### src/rtl/dring_pkg.sv
package dring_pkg;
   localparam int LEN_W      = 16;
   localparam int FLG_GATHER = 0;
   localparam int FLG_SWAP   = 1;
   localparam int META_LSB   = 2;
   localparam int META_W     = 14;

   localparam logic [3:0] RA_SRC_BASE = 4'd0;
   localparam logic [3:0] RA_SRC_SIZE = 4'd1;
   localparam logic [3:0] RA_SRC_WIDX = 4'd2;
   localparam logic [3:0] RA_SRC_RIDX = 4'd3;
   localparam logic [3:0] RA_DST_BASE = 4'd4;
   localparam logic [3:0] RA_DST_SIZE = 4'd5;
   localparam logic [3:0] RA_DST_WIDX = 4'd6;
   localparam logic [3:0] RA_DST_RIDX = 4'd7;
   localparam logic [3:0] RA_MAXLEN   = 4'd8;
   localparam logic [3:0] RA_STATUS   = 4'd9;
   localparam logic [3:0] RA_FREE     = 4'd10;

   typedef enum logic [2:0] {
      ST_IDLE, ST_SRC0, ST_SRC1, ST_DST0, ST_CPRD, ST_CPWR, ST_NEXT, ST_FIN
   } eng_state_e;
endpackage

### src/rtl/dring_index.sv
module dring_index #(
   parameter int IDX_W  = 8,
   parameter int ADDR_W = 32
) (
   input  logic              clk,
   input  logic              rst_n,
   input  logic              base_we,
   input  logic              size_we,
   input  logic              widx_we,
   input  logic [31:0]       wdata,
   input  logic              adv,
   output logic [IDX_W-1:0]  widx,
   output logic [IDX_W-1:0]  ridx,
   output logic [IDX_W-1:0]  free_cnt,
   output logic              avail,
   output logic [ADDR_W-1:0] slot_addr
);
   localparam int DESC_SHIFT = 3;

   logic [ADDR_W-1:0] base_q;
   logic [IDX_W-1:0]  mask_q;

   always_ff @(posedge clk or negedge rst_n) begin
      if (!rst_n) begin
         base_q <= '0;
         mask_q <= '0;
         widx   <= '0;
         ridx   <= '0;
      end else begin
         if (base_we) base_q <= wdata[ADDR_W-1:0];
         if (size_we) mask_q <= wdata[IDX_W-1:0] - 1'b1;
         if (widx_we) widx   <= wdata[IDX_W-1:0] & mask_q;
         if (adv)     ridx   <= (ridx + 1'b1) & mask_q;
      end
   end

   assign avail     = (ridx != widx);
   assign free_cnt  = (ridx - widx - 1'b1) & mask_q;
   assign slot_addr = base_q + (ADDR_W'(ridx) << DESC_SHIFT);
endmodule

### src/rtl/dring_lane_swap.sv
module dring_lane_swap #(
   parameter bit SWAP_SUPPORT = 1'b1
) (
   input  logic        en,
   input  logic [31:0] din,
   output logic [31:0] dout
);
   generate
      if (SWAP_SUPPORT) begin : g_swap
         assign dout = en ? {din[7:0], din[15:8], din[23:16], din[31:24]} : din;
      end else begin : g_pass
         assign dout = en ? din : din;
      end
   endgenerate
endmodule

### src/rtl/dring_copy_engine.sv
module dring_copy_engine
   import dring_pkg::*;
#(
   parameter int          ADDR_W       = 32,
   parameter int          IDX_W        = 8,
   parameter bit          SWAP_SUPPORT = 1'b1,
   parameter logic [15:0] DEF_MAX_LEN  = 16'd256
) (
   input  logic              clk,
   input  logic              rst_n,
   input  logic              reg_we,
   input  logic [3:0]        reg_addr,
   input  logic [31:0]       reg_wdata,
   output logic [31:0]       reg_rdata,
   output logic              mem_req,
   output logic              mem_we,
   output logic [ADDR_W-1:0] mem_addr,
   output logic [31:0]       mem_wdata,
   input  logic [31:0]       mem_rdata,
   output logic              cmpl_pulse,
   output logic              trunc_err
);
   localparam logic [LEN_W-1:0] WORD_BYTES = LEN_W'(4);

   generate
      if (IDX_W < 1 || IDX_W > 16) begin : g_bad_idx
         $error("IDX_W must lie in 1..16");
      end
      if (ADDR_W != 32) begin : g_bad_addr
         $error("ADDR_W must be 32");
      end
   endgenerate

   eng_state_e        state_q;
   logic [ADDR_W-1:0] sbuf_q, dbuf_q;
   logic [LEN_W-1:0]  rem_q, soff_q, total_q, maxlen_q, take;
   logic [META_W-1:0] meta_q;
   logic              swap_q, gth_q, in_list_q, cmpl_q, err_q;
   logic              over, start, cpl_wr;
   logic [31:0]       swapped;

   logic [IDX_W-1:0]  src_widx, src_ridx, src_free, dst_widx, dst_ridx, dst_free;
   logic              src_avail, dst_avail;
   logic [ADDR_W-1:0] src_slot, dst_slot;

   dring_index #(.IDX_W(IDX_W), .ADDR_W(ADDR_W)) u_src_ring (
      .clk(clk), .rst_n(rst_n),
      .base_we(reg_we && reg_addr == RA_SRC_BASE),
      .size_we(reg_we && reg_addr == RA_SRC_SIZE),
      .widx_we(reg_we && reg_addr == RA_SRC_WIDX),
      .wdata(reg_wdata), .adv(state_q == ST_NEXT),
      .widx(src_widx), .ridx(src_ridx), .free_cnt(src_free),
      .avail(src_avail), .slot_addr(src_slot)
   );

   dring_index #(.IDX_W(IDX_W), .ADDR_W(ADDR_W)) u_dst_ring (
      .clk(clk), .rst_n(rst_n),
      .base_we(reg_we && reg_addr == RA_DST_BASE),
      .size_we(reg_we && reg_addr == RA_DST_SIZE),
      .widx_we(reg_we && reg_addr == RA_DST_WIDX),
      .wdata(reg_wdata), .adv(state_q == ST_FIN),
      .widx(dst_widx), .ridx(dst_ridx), .free_cnt(dst_free),
      .avail(dst_avail), .slot_addr(dst_slot)
   );

   dring_lane_swap #(.SWAP_SUPPORT(SWAP_SUPPORT)) u_swap (
      .en(swap_q), .din(mem_rdata), .dout(swapped)
   );

   assign take   = (rem_q > WORD_BYTES) ? WORD_BYTES : rem_q;
   assign over   = ({1'b0, total_q} + {1'b0, take}) > {1'b0, maxlen_q};
   assign start  = src_avail && (in_list_q || dst_avail);
   assign cpl_wr = (state_q == ST_NEXT) && !gth_q;

   always_ff @(posedge clk or negedge rst_n) begin
      if (!rst_n) begin
         state_q   <= ST_IDLE;
         sbuf_q    <= '0;
         dbuf_q    <= '0;
         rem_q     <= '0;
         soff_q    <= '0;
         total_q   <= '0;
         meta_q    <= '0;
         swap_q    <= 1'b0;
         gth_q     <= 1'b0;
         in_list_q <= 1'b0;
         cmpl_q    <= 1'b0;
         err_q     <= 1'b0;
         maxlen_q  <= DEF_MAX_LEN;
      end else begin
         cmpl_q <= 1'b0;
         if (reg_we && reg_addr == RA_MAXLEN) maxlen_q <= reg_wdata[LEN_W-1:0];
         if (reg_we && reg_addr == RA_STATUS && reg_wdata[0]) err_q <= 1'b0;
         case (state_q)
            ST_IDLE: if (start) state_q <= ST_SRC0;
            ST_SRC0: begin
               sbuf_q  <= mem_rdata[ADDR_W-1:0];
               soff_q  <= '0;
               state_q <= ST_SRC1;
            end
            ST_SRC1: begin
               rem_q   <= mem_rdata[LEN_W-1:0];
               gth_q   <= mem_rdata[LEN_W+FLG_GATHER];
               swap_q  <= mem_rdata[LEN_W+FLG_SWAP];
               meta_q  <= mem_rdata[LEN_W+META_LSB +: META_W];
               state_q <= in_list_q ? ST_CPRD : ST_DST0;
            end
            ST_DST0: begin
               dbuf_q  <= mem_rdata[ADDR_W-1:0];
               total_q <= '0;
               state_q <= ST_CPRD;
            end
            ST_CPRD: begin
               if (rem_q == '0) begin
                  state_q <= ST_NEXT;
               end else if (over) begin
                  err_q   <= 1'b1;
                  rem_q   <= '0;
                  state_q <= ST_NEXT;
               end else begin
                  state_q <= ST_CPWR;
               end
            end
            ST_CPWR: begin
               total_q <= total_q + take;
               rem_q   <= rem_q - take;
               soff_q  <= soff_q + WORD_BYTES;
               state_q <= ST_CPRD;
            end
            ST_NEXT: begin
               if (gth_q) begin
                  in_list_q <= 1'b1;
                  state_q   <= ST_IDLE;
               end else begin
                  state_q   <= ST_FIN;
               end
            end
            ST_FIN: begin
               in_list_q <= 1'b0;
               cmpl_q    <= 1'b1;
               state_q   <= ST_IDLE;
            end
            default: state_q <= ST_IDLE;
         endcase
      end
   end

   always_comb begin
      mem_req   = 1'b0;
      mem_we    = 1'b0;
      mem_addr  = '0;
      mem_wdata = '0;
      case (state_q)
         ST_IDLE: if (start) begin
            mem_req  = 1'b1;
            mem_addr = src_slot;
         end
         ST_SRC0: begin
            mem_req  = 1'b1;
            mem_addr = src_slot + ADDR_W'(4);
         end
         ST_SRC1: if (!in_list_q) begin
            mem_req  = 1'b1;
            mem_addr = dst_slot;
         end
         ST_CPRD: if (rem_q != '0 && !over) begin
            mem_req  = 1'b1;
            mem_addr = sbuf_q + ADDR_W'(soff_q);
         end
         ST_CPWR: begin
            mem_req   = 1'b1;
            mem_we    = 1'b1;
            mem_addr  = dbuf_q + ADDR_W'(total_q);
            mem_wdata = swapped;
         end
         ST_NEXT: if (cpl_wr) begin
            mem_req   = 1'b1;
            mem_we    = 1'b1;
            mem_addr  = dst_slot + ADDR_W'(4);
            mem_wdata = {meta_q, swap_q, 1'b0, total_q};
         end
         default: ;
      endcase
   end

   always_comb begin
      reg_rdata = '0;
      case (reg_addr)
         RA_SRC_WIDX: reg_rdata = 32'(src_widx);
         RA_SRC_RIDX: reg_rdata = 32'(src_ridx);
         RA_DST_WIDX: reg_rdata = 32'(dst_widx);
         RA_DST_RIDX: reg_rdata = 32'(dst_ridx);
         RA_MAXLEN:   reg_rdata = 32'(maxlen_q);
         RA_STATUS:   reg_rdata = 32'(err_q);
         RA_FREE:     reg_rdata = {16'(dst_free), 16'(src_free)};
         default:     reg_rdata = '0;
      endcase
   end

   assign cmpl_pulse = cmpl_q;
   assign trunc_err  = err_q;
endmodule

### config.mk
export PLATFORM = sky130hd
export DESIGN_NAME = dring_copy_engine
export DESIGN_NICKNAME = d
export VERILOG_FILES = /design/src/rtl/dring_pkg.sv /design/src/rtl/dring_index.sv /design/src/rtl/dring_lane_swap.sv /design/src/rtl/dring_copy_engine.sv
export SDC_FILE = /design/constraint.sdc
export NUM_CORES = 1
export LEC_CHECK = 0
export CAP_MARGIN = 20
export CORE_ASPECT_RATIO = 1.75
export CORE_UTILIZATION = 29
export CTS_CLUSTER_SIZE = 10
export DETAILED_ROUTE_END_ITERATION = 10
export GPL_TIMING_DRIVEN = 1
export HOLD_SLACK_MARGIN = 0.08
export PLACE_DENSITY = 0.58
export SYNTH_ARGS = -nofsm -noshare
export SYNTH_HDL_FRONTEND = slang
export SYNTH_SLANG_ARGS = --single-unit
### constraint.sdc
create_clock -name clk -period 12.5 [get_ports clk]
set_input_delay 1.875 -clock clk [delete_from_list [all_inputs] [get_ports clk]]
set_output_delay 1.875 -clock clk [all_outputs]
set_load 0.005 [all_outputs]
==> results of run 1 <==
[cells by family (layout without fill, tap and decap cells)]
logic type	count (synthesis)	in the layout	synth area share
simple gates	772	772	0.194
compound gates	546	546	0.184
flops	260	260	0.336
buf+inv	196	310	0.0401
xor+xnor	184	184	0.0831
mux	164	164	0.0926
fa+ha+maj	105	105	0.0701
other cells	1	22	0.000193
[per-layer routing]
layer  GRT usage  vias up  wire length, microns
met5           0        -                    13
met2       0.385      624                 36800
li1            -     8288                     -
met1       0.249     8860                 28800
met4       0.131        2                  4710
met3      0.0258      168                  3720
[path summary, 6_finish.rpt]
kind	slack, ns	start	cells after the start	end
setup / recovery	2.42	rem_q[6]	23	mem_addr[21]
hold / removal	0.49	u_dst_ring.base_q[0]	2	u_dst_ring.base_q[0]
setup reg to reg	5.26	rem_q[6]	20	rem_q[13]
hold reg to reg	0.49	u_dst_ring.base_q[0]	2	u_dst_ring.base_q[0]
max in group asynchronous	9.70	rst_n	2	u_dst_ring.ridx[6]
min in group asynchronous	1.30	rst_n	1	sbuf_q[27]
[cell usage after synthesis, drive strengths merged, types with 22 or more instances]
cell type    n  area share
mux2       123       0.071
inv         80       0.015
nor4        25      0.0084
dfrtp      259        0.33
nor3        44       0.011
mux2i       41       0.021
and3        26      0.0084
xor2        77       0.035
buf         22      0.0064
nor2       118       0.023
nand2      304       0.059
nand4       39       0.013
clkbuf      94       0.018
a22o        24       0.011
a21o        40       0.015
a21oi      102       0.026
o21ai      174       0.045
xnor2      107       0.048
ha          99       0.064
nand3       83       0.021
[state kept, by name, summed over array words and instances (netlist names)]
name / cells
gth_q: 1
trunc_err: 1
u_dst_ring.widx: 8
dbuf_q: 32
state_q: 3
in_list_q: 1
cmpl_pulse: 1
u_src_ring.base_q: 32
meta_q: 14
u_dst_ring.ridx: 8
total_q: 16
u_dst_ring.base_q: 32
sbuf_q: 32
u_src_ring.ridx: 8
maxlen_q: 16
soff_q: 14
u_src_ring.widx: 8
swap_q: 1
rem_q: 16
u_dst_ring.mask_q: 8
u_src_ring.mask_q: 8
[final cells by class]
cell class / instances / area (sq um) / share of cell area
repair buffers: 180 / 1770 / 0.0777
inverters: 80 / 300 / 0.0132
multi-input cells: 1793 / 12200 / 0.536
clock buffers: 48 / 828 / 0.0363
flip-flops and latches: 260 / 6510 / 0.286
clock inverters: 2 / 46.3 / 0.00203
well taps: 889 / 1110 / 0.0488
[stage by stage]
step           cell area, sq um  std cells  power (W)  hold slack (ns)  worst slack [ns]
2_1_floorplan             19500       2249    0.00298            0.450              5.07
3_3_place_gp              21900       3200    0.00395            0.464              3.17
3_5_place_dp              21900       3200    0.00400            0.476              3.13
4_1_cts                   22800       3250    0.00486            0.492              2.47
5_1_grt                   22800       3252    0.00520            0.516              2.01
6_report                  22800       3252    0.00486            0.491              2.42
[worst register-to-register path, delay by kind of cell, from the launching register on]
family | cells | cell delay [ns]
fa+ha+maj | 2 | 0.67
xor+xnor | 1 | 0.18
simple gates | 4 | 1.66
flops | 1 | 0.40
compound gates | 12 | 4.08
buf+inv | 1 | 0.14
[power by group]
group,internal (W),leakage (nW),switching [W]
Sequential,0.00111,3.25,0.000363
Combinational,0.00113,5.89,0.00142
Clock,0.000468,0.418,0.000372
Total,0.00271,9.56,0.00216
==> results.txt, run 1 <==
area grow syn2layout: 17.5%
Vias/cell: 5.52
crit-path most repeated cell: o21ai_0
Setup crit start kind: flop
Max VDD drop: 110 uV
Total GRT Usage: 0.217
critical path start-end classification: reg -> out
die area: 67900 sq um
async set-reset flop share out of synthesis: 1.00
Max Fclk: 99.2 MHz
most common cell after layout, fill and taps aside: nand2_1
IO Port Bufs: 162
unrepaired setup endpoints after global routing: no
DRC viols: 0
Max stage delay on crit path: 0.84 ns
outcome: finished, final reports clean
initial antenna violation count: 1
most frequent cells in the layout: nand2_1, dfrtp_1, o21ai_0
Final Cycle Share: 0.806
worst path cell trace: nor4_1, or3b_2, nor3_1, inv_1, ha_1, nor2b_1, o21ai_0, o22ai_1, o41ai_1, o21ai_0, a21oi_1, o21ai_0, xor2_1, ha_1, nand4_1, nor2_1, o21ai_0, a31oi_1, a211o_1, nor2_1, a211o_1, a211o_1, clkdlybuf4s50_1
post-synthesis sequential area ratio: 0.336
Post-CTS Setup Bufs: 0
final core utilization: 0.344
Die Span Y: 344 microns
core region area: 66300 sq um
Initial Util: 0.292
CP max-delay cell: a211o_1
max cap viols: 0
Layout fillers: 6868
post-layout min period: 10.08 ns
CTS root buf: clkbuf_16
Worst Path Required: 10.62 ns
ys flop type: dfrtp_1
pwr dens: 213 nW/um^2
Skew-Pair Late Insertion Delay: 0.61 ns
GPL Wtd Cong: 0.941
cts repair resizes: 0
total grt overflow: 0
Clock Pin Slew Worst Setup and Hold Paths: 0.06 ns
total CTS buffers: 30
cells after synthesis: 2228
hold buffer count at cts: 0
initial detailed-routing violation count: 1294
Nets: 2521
H-tree Lvls: 1
worst endpoint data arrival time: 8.20 ns
die span in x: 197 microns
hold crit path type: reg -> reg
flops & latches, synth: 260
Clock Skew: 0.0299 ns
critical path buffer and inverter count: 2
final hold vios: 0
Netlist Area Pre-Place: 19400 sq um
crit end category: output pin
CTS tree: done
DP HPWL: 56900 microns
via count: 17.9k
row cnt: 125
largest net degree at the start of global routing: 169
io pins: 171
worst slew pin tran: 1.20 ns
Slew Limit Fails: 0
Worst path top cell family by delay: compound AO/OA/AOI/OAI gates
synth warn: 0
Leakage: 9.56 nW
Worst Path Max Fanout: 17
drt pass-1 iters: 7
TNS Setup: 0 ns
post-detailed-route count of antenna-violating nets: 0
syn avg cell area: 8.70 sq um
endpoints failing setup: 0
vias in the first global route: 17.9k
global-route wire length before repair: 112000 microns
Detailed Route WL: 74000 microns
Clock Tree Buf Depth: 3
Ant. Diodes: 0
clock sinks: 260
share of layout cells above drive strength 1: 0.0834
Routed WL per cell: 22.8 microns
EDFF count, synth: 0
distinct cell type count after synthesis: 78
Slew headroom: 0.198
No activity file was read; power rests on OpenSTA's default activity.
==> run 2: changes to the inputs <==
- clock period: 12.5 -> 9.8 ns (I/O delays scaled with it)
==> run 2 against run 1 <==
  * The run now ends with DRC left
  * Worst setup slack worse by 1.7 ns
  * Global-route usage up 0.086 points
  * Critical path depth up 5
==> results.txt, run 2 (synthesis results as in run 1) <==
outcome: complete, but fails checks
violated checks: DRC
DP HPWL: 57800 microns
Max stage delay on crit path: 0.55 ns
largest net degree at the start of global routing: 115
IO Port Bufs: 162
Initial Util: 0.292
Slew headroom: 0.247
Post-CTS Setup Bufs: 0
Layout fillers: 6940
Final Cycle Share: 0.927
Total GRT Usage: 0.218
Detailed Route WL: 74500 microns
Max VDD drop: 186 uV
core region area: 66300 sq um
clock sinks: 260
io pins: 171
drt pass-1 iters: 8
die area: 67900 sq um
Vias/cell: 5.47
Nets: 2530
Clock Tree Buf Depth: 3
Ant. Diodes: 0
post-detailed-route count of antenna-violating nets: 0
Worst Path Required: 8.33 ns
total grt overflow: 0
final core utilization: 0.344
crit end category: output pin
Skew-Pair Late Insertion Delay: 0.62 ns
hold buffer count at cts: 0
worst endpoint data arrival time: 7.61 ns
share of layout cells above drive strength 1: 0.0873
most frequent cells in the layout: nand2_1, dfrtp_1, o21ai_0
Slew Limit Fails: 0
global-route wire length before repair: 112000 microns
H-tree Lvls: 1
Hold Slack: 0.487 ns
die span in x: 197 microns
Routed WL per cell: 22.9 microns
Setup crit start kind: flop
CP max-delay cell: or3b_2
cts repair resizes: 0
row cnt: 125
CTS root buf: clkbuf_16
hold crit path type: reg -> reg
max cap viols: 0
critical path start-end classification: reg -> out
via count: 17.8k
initial detailed-routing violation count: 1282
worst slew pin tran: 1.13 ns
TNS Setup: 0 ns
DRC viols: 4
Worst Path Max Fanout: 11
Clock Skew: 0.0222 ns
endpoints failing setup: 0
vias in the first global route: 17.6k
CTS tree: done
Max Fclk: 110 MHz
Clock Pin Slew Worst Setup and Hold Paths: 0.06 ns
GPL Wtd Cong: 0.908
total CTS buffers: 30
most common cell after layout, fill and taps aside: nand2_1
initial antenna violation count: 0
area grow syn2layout: 17.7%
pwr dens: 272 nW/um^2
Leakage: 9.59 nW
final hold vios: 0
post-layout min period: 9.08 ns
Die Span Y: 344 microns
unrepaired setup endpoints after global routing: no
run 2: area by class of cell:
| type | count | area (sq um) | area share |
|---|---|---|---|
| Timing Repair Buffer | 189 | 1820 | 0.0799 |
| Multi-Input combinational cell | 1793 | 12200 | 0.536 |
| Clock buffer | 47 | 825 | 0.0361 |
| Sequential cell | 260 | 6510 | 0.285 |
| Inverter | 80 | 300 | 0.0132 |
| Tap cell | 889 | 1110 | 0.0487 |
| Clock inverter | 2 | 35.0 | 0.00153 |
run 2: power by group:
part,switching [W],internal [W],leakage [nW]
sequential,0.000450,0.00142,3.25
combinational,0.00184,0.00145,5.93
clock,0.000482,0.000572,0.411
run 2: final timing paths:
| path | startpoint | end | slack, ns | cells past startpoint |
|---|---|---|---|---|
| setup / recovery | rem_q[6] | mem_addr[24] | 0.72 | 28 |
| hold / removal | u_src_ring.base_q[0] | u_src_ring.base_q[0] | 0.49 | 2 |
| setup reg to reg | rem_q[6] | rem_q[7] | 2.83 | 23 |
| hold reg to reg | u_src_ring.base_q[0] | u_src_ring.base_q[0] | 0.49 | 2 |
| max in group asynchronous | rst_n | u_dst_ring.ridx[5] | 6.81 | 3 |
| min in group asynchronous | rst_n | sbuf_q[30] | 0.94 | 1 |
run 2: through the flow:
stage | instances | total power, W | instance area [sq um] | setup WS [ns]
final | 3260 | 0.00621 | 22800 | 0.716
after detailed placement | 3209 | 0.00512 | 22000 | 1.18
after global placement | 3209 | 0.00507 | 22000 | 1.26
after global routing | 3260 | 0.00662 | 22800 | 0.257
after floorplan | 2249 | 0.00380 | 19500 | 2.78
after CTS | 3258 | 0.00621 | 22800 | 0.449
run 2: metal layers:
| layer | part of all wire | routed length [microns] | vias up | global-route usage |
|---|---|---|---|---|
| met4 | 0.048 | 3590 | 0 | 0.103 |
| li1 | - | - | 8318 | - |
| met1 | 0.40 | 29500 | 8787 | 0.254 |
| met3 | 0.046 | 3420 | 143 | 0.0232 |
| met2 | 0.51 | 38000 | 576 | 0.396 |
| met5 | 0 | 0 | - | 0 |
run 2: worst max-delay path, delay by kind of cell (launching register included):
family	cells	cell delay (ns)
AO/OA/AOI/OAI	11	2.40
AND/OR/NAND/NOR	9	2.18
buffers and inverters	4	0.96
adder cells (fa/ha/maj)	3	0.85
flip-flops	1	0.40
XOR/XNOR	1	0.21
